`src/rtl/tpg_pkg.sv`:
```
package tpg_pkg;
  localparam int unsigned MAX_W  = 14;
  localparam int unsigned MODE_W = 4;

  typedef enum logic [MODE_W-1:0] {
    TP_OFF      = 4'd0,
    TP_MID      = 4'd1,
    TP_POS      = 4'd2,
    TP_NEG      = 4'd3,
    TP_CHECK    = 4'd4,
    TP_PN_LONG  = 4'd5,
    TP_PN_SHORT = 4'd6,
    TP_WTOGGLE  = 4'd7,
    TP_USER     = 4'd8,
    TP_ALTBITS  = 4'd9,
    TP_SYNC     = 4'd10,
    TP_ONEBIT   = 4'd11,
    TP_MIXED    = 4'd12
  } tp_mode_e;

  localparam logic [MODE_W-1:0] LAST_MODE = TP_MIXED;

  function automatic int unsigned wl_width(logic [1:0] wl);
    return 8 + 2 * int'(wl);
  endfunction

  function automatic logic [MAX_W-1:0] wl_mask(logic [1:0] wl);
    logic [MAX_W-1:0] m;
    for (int i = 0; i < MAX_W; i++) m[i] = (i < int'(wl_width(wl)));
    return m;
  endfunction

  function automatic logic [MAX_W-1:0] wl_msb(logic [1:0] wl);
    logic [MAX_W-1:0] m;
    for (int i = 0; i < MAX_W; i++) m[i] = (i == int'(wl_width(wl)) - 1);
    return m;
  endfunction

  // 1010... with the word MSB set
  function automatic logic [MAX_W-1:0] wl_alt(logic [1:0] wl);
    logic [MAX_W-1:0] m;
    for (int i = 0; i < MAX_W; i++)
      m[i] = (i < int'(wl_width(wl))) && (((int'(wl_width(wl)) - 1 - i) % 2) == 0);
    return m;
  endfunction

  function automatic logic [MAX_W-1:0] wl_sync(logic [1:0] wl);
    logic [MAX_W-1:0] m;
    for (int i = 0; i < MAX_W; i++) m[i] = (i < int'(wl_width(wl)) / 2);
    return m;
  endfunction
endpackage

```
`src/rtl/tpg_phase.sv`:
```
module tpg_phase
  import tpg_pkg::*;
(
  input  logic              clk_i,
  input  logic              rst_ni,
  input  logic              sample_i,
  input  logic [MODE_W-1:0] mode_i,
  output logic              restart_o,
  output logic              phase_o
);
  logic [MODE_W-1:0] mode_q;
  logic              phase_q;

  assign restart_o = (mode_i != mode_q) || !phase_init_q;
  assign phase_o   = restart_o ? 1'b0 : phase_q;

  logic phase_init_q;

  always_ff @(posedge clk_i or negedge rst_ni) begin
    if (!rst_ni) begin
      mode_q       <= '0;
      phase_q      <= 1'b0;
      phase_init_q <= 1'b0;
    end else if (sample_i) begin
      mode_q       <= mode_i;
      phase_q      <= ~phase_o;
      phase_init_q <= 1'b1;
    end
  end


  phase_second_chk: assert property (@(posedge clk_i) disable iff (!rst_ni)
    (sample_i && restart_o) |=> phase_q);
endmodule

```
`src/rtl/tpg_prbs.sv`:
```
module tpg_prbs
  import tpg_pkg::*;
#(
  parameter int unsigned LEN = 9,
  parameter int unsigned TAP = 5
) (
  input  logic             clk_i,
  input  logic             rst_ni,
  input  logic             sample_i,
  input  logic             restart_i,
  input  logic             adv_i,
  output logic [MAX_W-1:0] word_o
);
  logic [LEN-1:0] st_q, cur, nxt;

  assign cur = restart_i ? {LEN{1'b1}} : st_q;
  assign nxt = {cur[LEN-2:0], cur[LEN-1] ^ cur[TAP-1]};

  always_ff @(posedge clk_i or negedge rst_ni) begin
    if (!rst_ni)       st_q <= {LEN{1'b1}};
    else if (sample_i) st_q <= adv_i ? nxt : cur;
  end

  generate
    if (LEN >= MAX_W) begin : g_trunc
      assign word_o = cur[MAX_W-1:0];
    end else begin : g_ext
      assign word_o = {{(MAX_W-LEN){1'b0}}, cur};
    end
  endgenerate


  prbs_nonzero_chk: assert property (@(posedge clk_i) disable iff (!rst_ni)
    st_q != '0);

  prbs_seed_chk: assert property (@(posedge clk_i) disable iff (!rst_ni)
    (sample_i && restart_i && !adv_i) |=> (st_q == {LEN{1'b1}}));
endmodule

```
`src/rtl/tpg_word_sel.sv`:
```
module tpg_word_sel
  import tpg_pkg::*;
(
  input  logic [MODE_W-1:0] mode_i,
  input  logic [1:0]        word_len_i,
  input  logic              phase_i,
  input  logic [MAX_W-1:0]  user_a_i,
  input  logic [MAX_W-1:0]  user_b_i,
  input  logic [MAX_W-1:0]  adc_data_i,
  input  logic [MAX_W-1:0]  pn_short_i,
  input  logic [MAX_W-1:0]  pn_long_i,
  output logic [MAX_W-1:0]  word_o
);
  logic [MAX_W-1:0] mask, alt, mixed, raw;
  tp_mode_e         sel;

  assign mask = wl_mask(word_len_i);
  assign alt  = wl_alt(word_len_i);
  assign sel  = (mode_i > LAST_MODE) ? TP_OFF : tp_mode_e'(mode_i);

  always_comb begin
    unique case (word_len_i)
      2'd0:    mixed = 14'h00A3;
      2'd1:    mixed = 14'h0263;
      2'd2:    mixed = 14'h0A33;
      default: mixed = 14'h2867;
    endcase
  end

  always_comb begin
    raw = '0;
    unique case (sel)
      TP_MID, TP_ONEBIT: raw = wl_msb(word_len_i);
      TP_POS:            raw = '1;
      TP_NEG:            raw = '0;
      TP_CHECK:          raw = phase_i ? ~alt : alt;
      TP_PN_LONG:        raw = pn_long_i;
      TP_PN_SHORT:       raw = pn_short_i;
      TP_WTOGGLE:        raw = phase_i ? '0 : '1;
      TP_USER:           raw = phase_i ? user_b_i : user_a_i;
      TP_ALTBITS:        raw = alt;
      TP_SYNC:           raw = wl_sync(word_len_i);
      TP_MIXED:          raw = mixed;
      default:           raw = adc_data_i;
    endcase
  end

  assign word_o = (sel == TP_OFF) ? adc_data_i : (raw & mask);
endmodule

```
`src/rtl/adc_test_pattern_gen.sv`:
```
module adc_test_pattern_gen
  import tpg_pkg::*;
(
  input  logic              clk_i,
  input  logic              rst_ni,
  input  logic [3:0]        mode_i,
  input  logic [1:0]        word_len_i,
  input  logic [13:0]       user_a_i,
  input  logic [13:0]       user_b_i,
  input  logic              sample_valid_i,
  input  logic [13:0]       adc_data_i,
  output logic [13:0]       data_o,
  output logic              valid_o
);
  logic             restart, phase;
  logic [MAX_W-1:0] pn_short, pn_long, word;
  logic [MAX_W-1:0] data_q;
  logic             valid_q;

  tpg_phase u_phase (
    .clk_i     (clk_i),
    .rst_ni    (rst_ni),
    .sample_i  (sample_valid_i),
    .mode_i    (mode_i),
    .restart_o (restart),
    .phase_o   (phase)
  );

  tpg_prbs #(.LEN(9), .TAP(5)) u_pn_short (
    .clk_i     (clk_i),
    .rst_ni    (rst_ni),
    .sample_i  (sample_valid_i),
    .restart_i (restart),
    .adv_i     (mode_i == TP_PN_SHORT),
    .word_o    (pn_short)
  );

  tpg_prbs #(.LEN(23), .TAP(18)) u_pn_long (
    .clk_i     (clk_i),
    .rst_ni    (rst_ni),
    .sample_i  (sample_valid_i),
    .restart_i (restart),
    .adv_i     (mode_i == TP_PN_LONG),
    .word_o    (pn_long)
  );

  tpg_word_sel u_sel (
    .mode_i     (mode_i),
    .word_len_i (word_len_i),
    .phase_i    (phase),
    .user_a_i   (user_a_i),
    .user_b_i   (user_b_i),
    .adc_data_i (adc_data_i),
    .pn_short_i (pn_short),
    .pn_long_i  (pn_long),
    .word_o     (word)
  );

  always_ff @(posedge clk_i or negedge rst_ni) begin
    if (!rst_ni) begin
      data_q  <= '0;
      valid_q <= 1'b0;
    end else begin
      valid_q <= sample_valid_i;
      if (sample_valid_i) data_q <= word;
    end
  end

  assign data_o  = data_q;
  assign valid_o = valid_q;


  valid_follow_chk: assert property (@(posedge clk_i) disable iff (!rst_ni)
    sample_valid_i |=> valid_o);

  hold_idle_chk: assert property (@(posedge clk_i) disable iff (!rst_ni)
    !sample_valid_i |=> (!valid_o && $stable(data_o)));

  pass_through_chk: assert property (@(posedge clk_i) disable iff (!rst_ni)
    (sample_valid_i && (mode_i == 4'd0 || mode_i > 4'd12)) |=> (data_o == $past(adc_data_i)));

  upper_zero_chk: assert property (@(posedge clk_i) disable iff (!rst_ni)
    (sample_valid_i && mode_i != 4'd0 && mode_i <= 4'd12)
      |=> ((data_o & ~wl_mask($past(word_len_i))) == '0));

  check_first_chk: assert property (@(posedge clk_i) disable iff (!rst_ni)
    (sample_valid_i && restart && mode_i == 4'd4)
      |=> (data_o == wl_alt($past(word_len_i))));
endmodule

```
`config.mk`:
```
export PLATFORM = sky130hd
export DESIGN_NAME = adc_test_pattern_gen
export DESIGN_NICKNAME = d
export VERILOG_FILES = /design/src/rtl/tpg_pkg.sv /design/src/rtl/tpg_phase.sv /design/src/rtl/tpg_prbs.sv /design/src/rtl/tpg_word_sel.sv /design/src/rtl/adc_test_pattern_gen.sv
export SDC_FILE = /design/constraint.sdc
export NUM_CORES = 1
export LEC_CHECK = 0
export CAP_MARGIN = 10
export CORE_MARGIN = 2
export CORE_UTILIZATION = 52
export DETAILED_ROUTE_END_ITERATION = 10
export MAX_ROUTING_LAYER = met4
export PLACE_DENSITY_LB_ADDON = 0.12
export SETUP_SLACK_MARGIN = 0.2
export SLEW_MARGIN = 20
export SYNTH_ARGS = -nofsm -noshare
export SYNTH_HDL_FRONTEND = slang
export SYNTH_SLANG_ARGS = --single-unit
```
`constraint.sdc`:
```
create_clock -name clk_i -period 3.05 [get_ports clk_i]
set_clock_uncertainty 0.1 [all_clocks]
set_input_delay 0.305 -clock clk_i [delete_from_list [all_inputs] [get_ports clk_i]]
set_output_delay 0.305 -clock clk_i [all_outputs]
set_load 0.02 [all_outputs]
```
==> impl_results.md <==
- Run status: completed
- Unrepaired setup endpoints after global routing: no
- Seq cells post-synth: 53
- Number of sinks driven by the clock tree: 53
- Summed area of non-filler cells in the final layout: 4195 um2
- CTS tree: done
- Data arrival time of the critical path: 2.59 ns
- Crit Reg-Reg Endpoint: data_o[4]
- Delay of the slowest critical-path stage: 0.65 ns
- Final slew viol count: 0
- Async set-reset flop share out of synthesis: 100.0%
- GR met2 Demand/Resource: 48.63%
- Standby leakage power: 0.001562 uW
- Initial DRC Count: 239
- GR Util met1: 41.07%
- Total GRT Usage: 30.78%
- Fin Setup TNS: 0 ns
- Slew Limit Headroom: 48.44%
- Slowest CP cell: sky130_fd_sc_hd__clkdlybuf4s50_1
- Number of buffers added by the clock tree synthesis step: 5
- Highest-count cells in the layout ignoring fill and taps: sky130_fd_sc_hd__clkdlybuf4s50_1 (64), sky130_fd_sc_hd__nor2_1 (36), sky130_fd_sc_hd__dfstp_2 (32)
- Ports: 66
- Detailed-route wire length per cell: 21.33 um
- Tcrit/Tclk final: 81.22%
- Number of instances in the synthesized netlist: 339
- Final setup vio count: 0
- Number of hold-slack violations in the final timing report: 0
- Worst hold-check slack: 0.4158 ns
- # H-tree levels: 2
- Critical path class: input port to flip-flop
- Width of the die: 84.05 um
- Setup slack of the most critical reg-to-reg path: 0.71 ns
- Routed Wire Length: 10,240 um
- Fmax achieved: 0.4037 GHz
- Internal power of the cells: 1192 uW
- Global routing usage on met3: 4.847%
- Syn Area/Cell: 9.829 um2
- Yosys cell types: 67
- Pwr per Cell Area: 411.8 nW/um2
- Final global-route overflow total: 0
- Number of global-route vias before repair: 3,027
- Total Power Consumption: 1728 uW
- Share of synthesized area occupied by flip-flops and latches: 41.01%
- Switching power share of the total: 30.99%
- Worst Path Max Fanout: 12
- Antenna diodes: 0
- Global-route wire length before repair: 16,450 um
- Main area contributors after synthesis: sky130_fd_sc_hd__dfstp_2 (25%), sky130_fd_sc_hd__dfrtp_1 (16%), sky130_fd_sc_hd__o22a_1 (8.1%)
- Floorplan Core Area: 6277 um2
- Number of max-cap violations: 0
- Remaining antenna violation count after routing: 0
- Cell count after placement: 471
- Post-synthesis instance area: 3332 um2
- Standard cell area after detailed placement: 4079 um2
- Sequential cell fraction of total power: 44.8%
- Detailed placer's ending HPWL: 7584 um
- Layout-stage area growth over the synthesis result: 25.91%
- Fraction of layout instances using a drive strength above 1: 21.09%
- Series of cell instances along the critical path: clkdlybuf4s50_1 > buf_4 > and4bb_1 > mux2i_1 > o2bb2ai_2 > and2_4 > o221ai_1 > o31a_1
- RD Place Congestion: 1.038
- VDD IR-drop max: 275.3 uV
- R2r startpoint: u_phase.mode_q[3]
- Depth of the worst hold-timing path: 1
- Worst min-delay path category: flip-flop to flip-flop
- Worst-Margin Slew: 0.7734 ns
- Switching Power: 535.4 uW
- Count of nets after finishing: 459
- Vertical die dimension: 84.05 um
- Worst-path clk slew: 0.11 ns
- Cell type with the largest total area after synthesis: sky130_fd_sc_hd__dfstp_2
- Overall die area: 7064 um2
- Startpoint type of the worst setup path: input port
- GRT busiest layer: met2
- Kind of end point of the critical path: flip-flop
- Total nets after synthesis: 396
- Max Buffers Root-to-Sink: 2
- Logic pwr share: 28.2%
- Non-filler cells in the finished layout: 480
- Largest net degree at the start of global routing: 40
- Number of detailed-route iterations in the first pass: 5
- Initial core utilization: 53.08%
- Detailed-route vias per instance: 6.367
- # port buffers: 65
- R2R cell count: 7
- Clock share of power: 27.0%
- Number of standard-cell rows in the floorplan: 29
- Most common cell after layout, fill and taps aside: sky130_fd_sc_hd__clkdlybuf4s50_1
- Data required time at the worst endpoint: 3.16 ns
- Startpoint of the most critical hold path: u_phase.phase_init_q
- Clk root buf: sky130_fd_sc_hd__clkbuf_8
- Clk Latency, worst-skew pair: 0.31 ns
- Final worst path period need: 2.477 ns
- DRC violations left: 0
- Most instantiated flip-flop cell in the synthesis netlist: sky130_fd_sc_hd__dfstp_2
- Share of the synthesized area in the top cell type: 25.23%
- Antenna violations before repair: 0
- EDFF count, synth: 0
- Number of vias in the routed layout: 3,056
- Yosys warning total: 0
- Hold Path End: u_phase.phase_init_q
==> stage by stage <==
| stage | utilization, % | worst slack (ns) |
|---|---|---|
| detailed placement | 64.98 | 0.2729 |
| floorplan | - | 1.122 |
| global placement | 64.98 | 0.3746 |
| finish | 66.83 | 0.5728 |
| global route | 66.83 | 0.5011 |
| CTS | 66.83 | 0.5998 |
==> layout make-up <==
cell class / count / area [um2]
Clock buffer: 7 / 97.59
Clock inverter: 1 / 8.758
Fill cell: 512 / 2082
Timing Repair Buffer: 85 / 810.8
Multi-Input combinational cell: 251 / 1793
Tap cell: 77 / 96.34
Inverter: 6 / 22.52
Sequential cell: 53 / 1366
==> worst max-delay path: cells and delay by family <==
kind | cells | cell delay (ns)
and+or+nand+nor | 2 | 0.52
muxes | 1 | 0.19
AOI/OAI and AO/OA | 3 | 0.65
buffers and inverters | 2 | 0.90
==> cells in the mapped netlist, types with 4 or more instances <==
master                     instances
sky130_fd_sc_hd__mux2_2           10
sky130_fd_sc_hd__a221oi_1          9
sky130_fd_sc_hd__o22a_1           31
sky130_fd_sc_hd__a31oi_1           4
sky130_fd_sc_hd__o21a_1            5
sky130_fd_sc_hd__a211oi_1          5
sky130_fd_sc_hd__o21ai_0           9
sky130_fd_sc_hd__xnor2_1           4
sky130_fd_sc_hd__dfrtp_1          21
sky130_fd_sc_hd__nand2_1          23
sky130_fd_sc_hd__a21oi_1          25
sky130_fd_sc_hd__nor2_1           36
sky130_fd_sc_hd__buf_2            12
sky130_fd_sc_hd__inv_1             5
sky130_fd_sc_hd__nand3_1           5
sky130_fd_sc_hd__nor3_1            5
sky130_fd_sc_hd__ha_1              6
sky130_fd_sc_hd__buf_1             4
sky130_fd_sc_hd__o211ai_1          6
sky130_fd_sc_hd__clkbuf_1          9
sky130_fd_sc_hd__nor2b_1           5
sky130_fd_sc_hd__dfstp_2          32
==> metal layers <==
metal | vias up | routed length (um)
met2 | 129 | 5003
li1 | 1414 | -
met4 | 0 | 212
met1 | 1493 | 4430
met3 | 20 | 591
met5 | - | 0
==> state kept, by name, indices dropped and copies added (netlist names) <==
name and cells:
u_pn_short.st_q 9, data_o 14, u_pn_long.st_q 23, valid_o 1, u_phase.phase_q 1, u_phase.mode_q 4, u_phase.phase_init_q 1
==> power by group through the flow <==
stage          clock network [uW]  registers [uW]  logic (uW)
3_3_place_gp                    0             785         477
2_1_floorplan                   0             814         229
6_report                      466             775         487
3_5_place_dp                    0             785         481
5_1_grt                       492             779         524
4_1_cts                       474             774         485
==> cells by family (layout without fill, tap and decap cells) <==
group,count (synthesis),count (layout),share of synthesized area [%]
xor gates and xnor gates,7,7,1.840
and+or+nand+nor,93,93,13.74
muxes,16,16,5.520
buffers and inverters,35,99,5.182
adders and majority gates,6,6,2.253
DFF,53,53,41.01
AOI/OAI and AO/OA,129,129,30.46
==> worst max path at each step <==
| stage | start | to | cells past startpoint |
|---|---|---|---|
| 2_1_floorplan | u_phase.mode_q[1] | data_o[11] | 7 |
| 3_3_place_gp | mode_i[3] | data_o[4] | 8 |
| 3_5_place_dp | mode_i[0] | data_o[2] | 8 |
| 4_1_cts | mode_i[0] | data_o[2] | 8 |
| 5_1_grt | mode_i[0] | data_o[2] | 8 |
| 6_report | mode_i[0] | data_o[2] | 8 |
==> repair_timing <==
item,4_1_cts,5_1_grt
resized for setup,0,0
hold endpoints to repair,21,0
endpoints found under the setup margin,0,0
hold buffers,1,0
setup buffers,0,0
No activity file was read; power rests on OpenSTA's default activity.
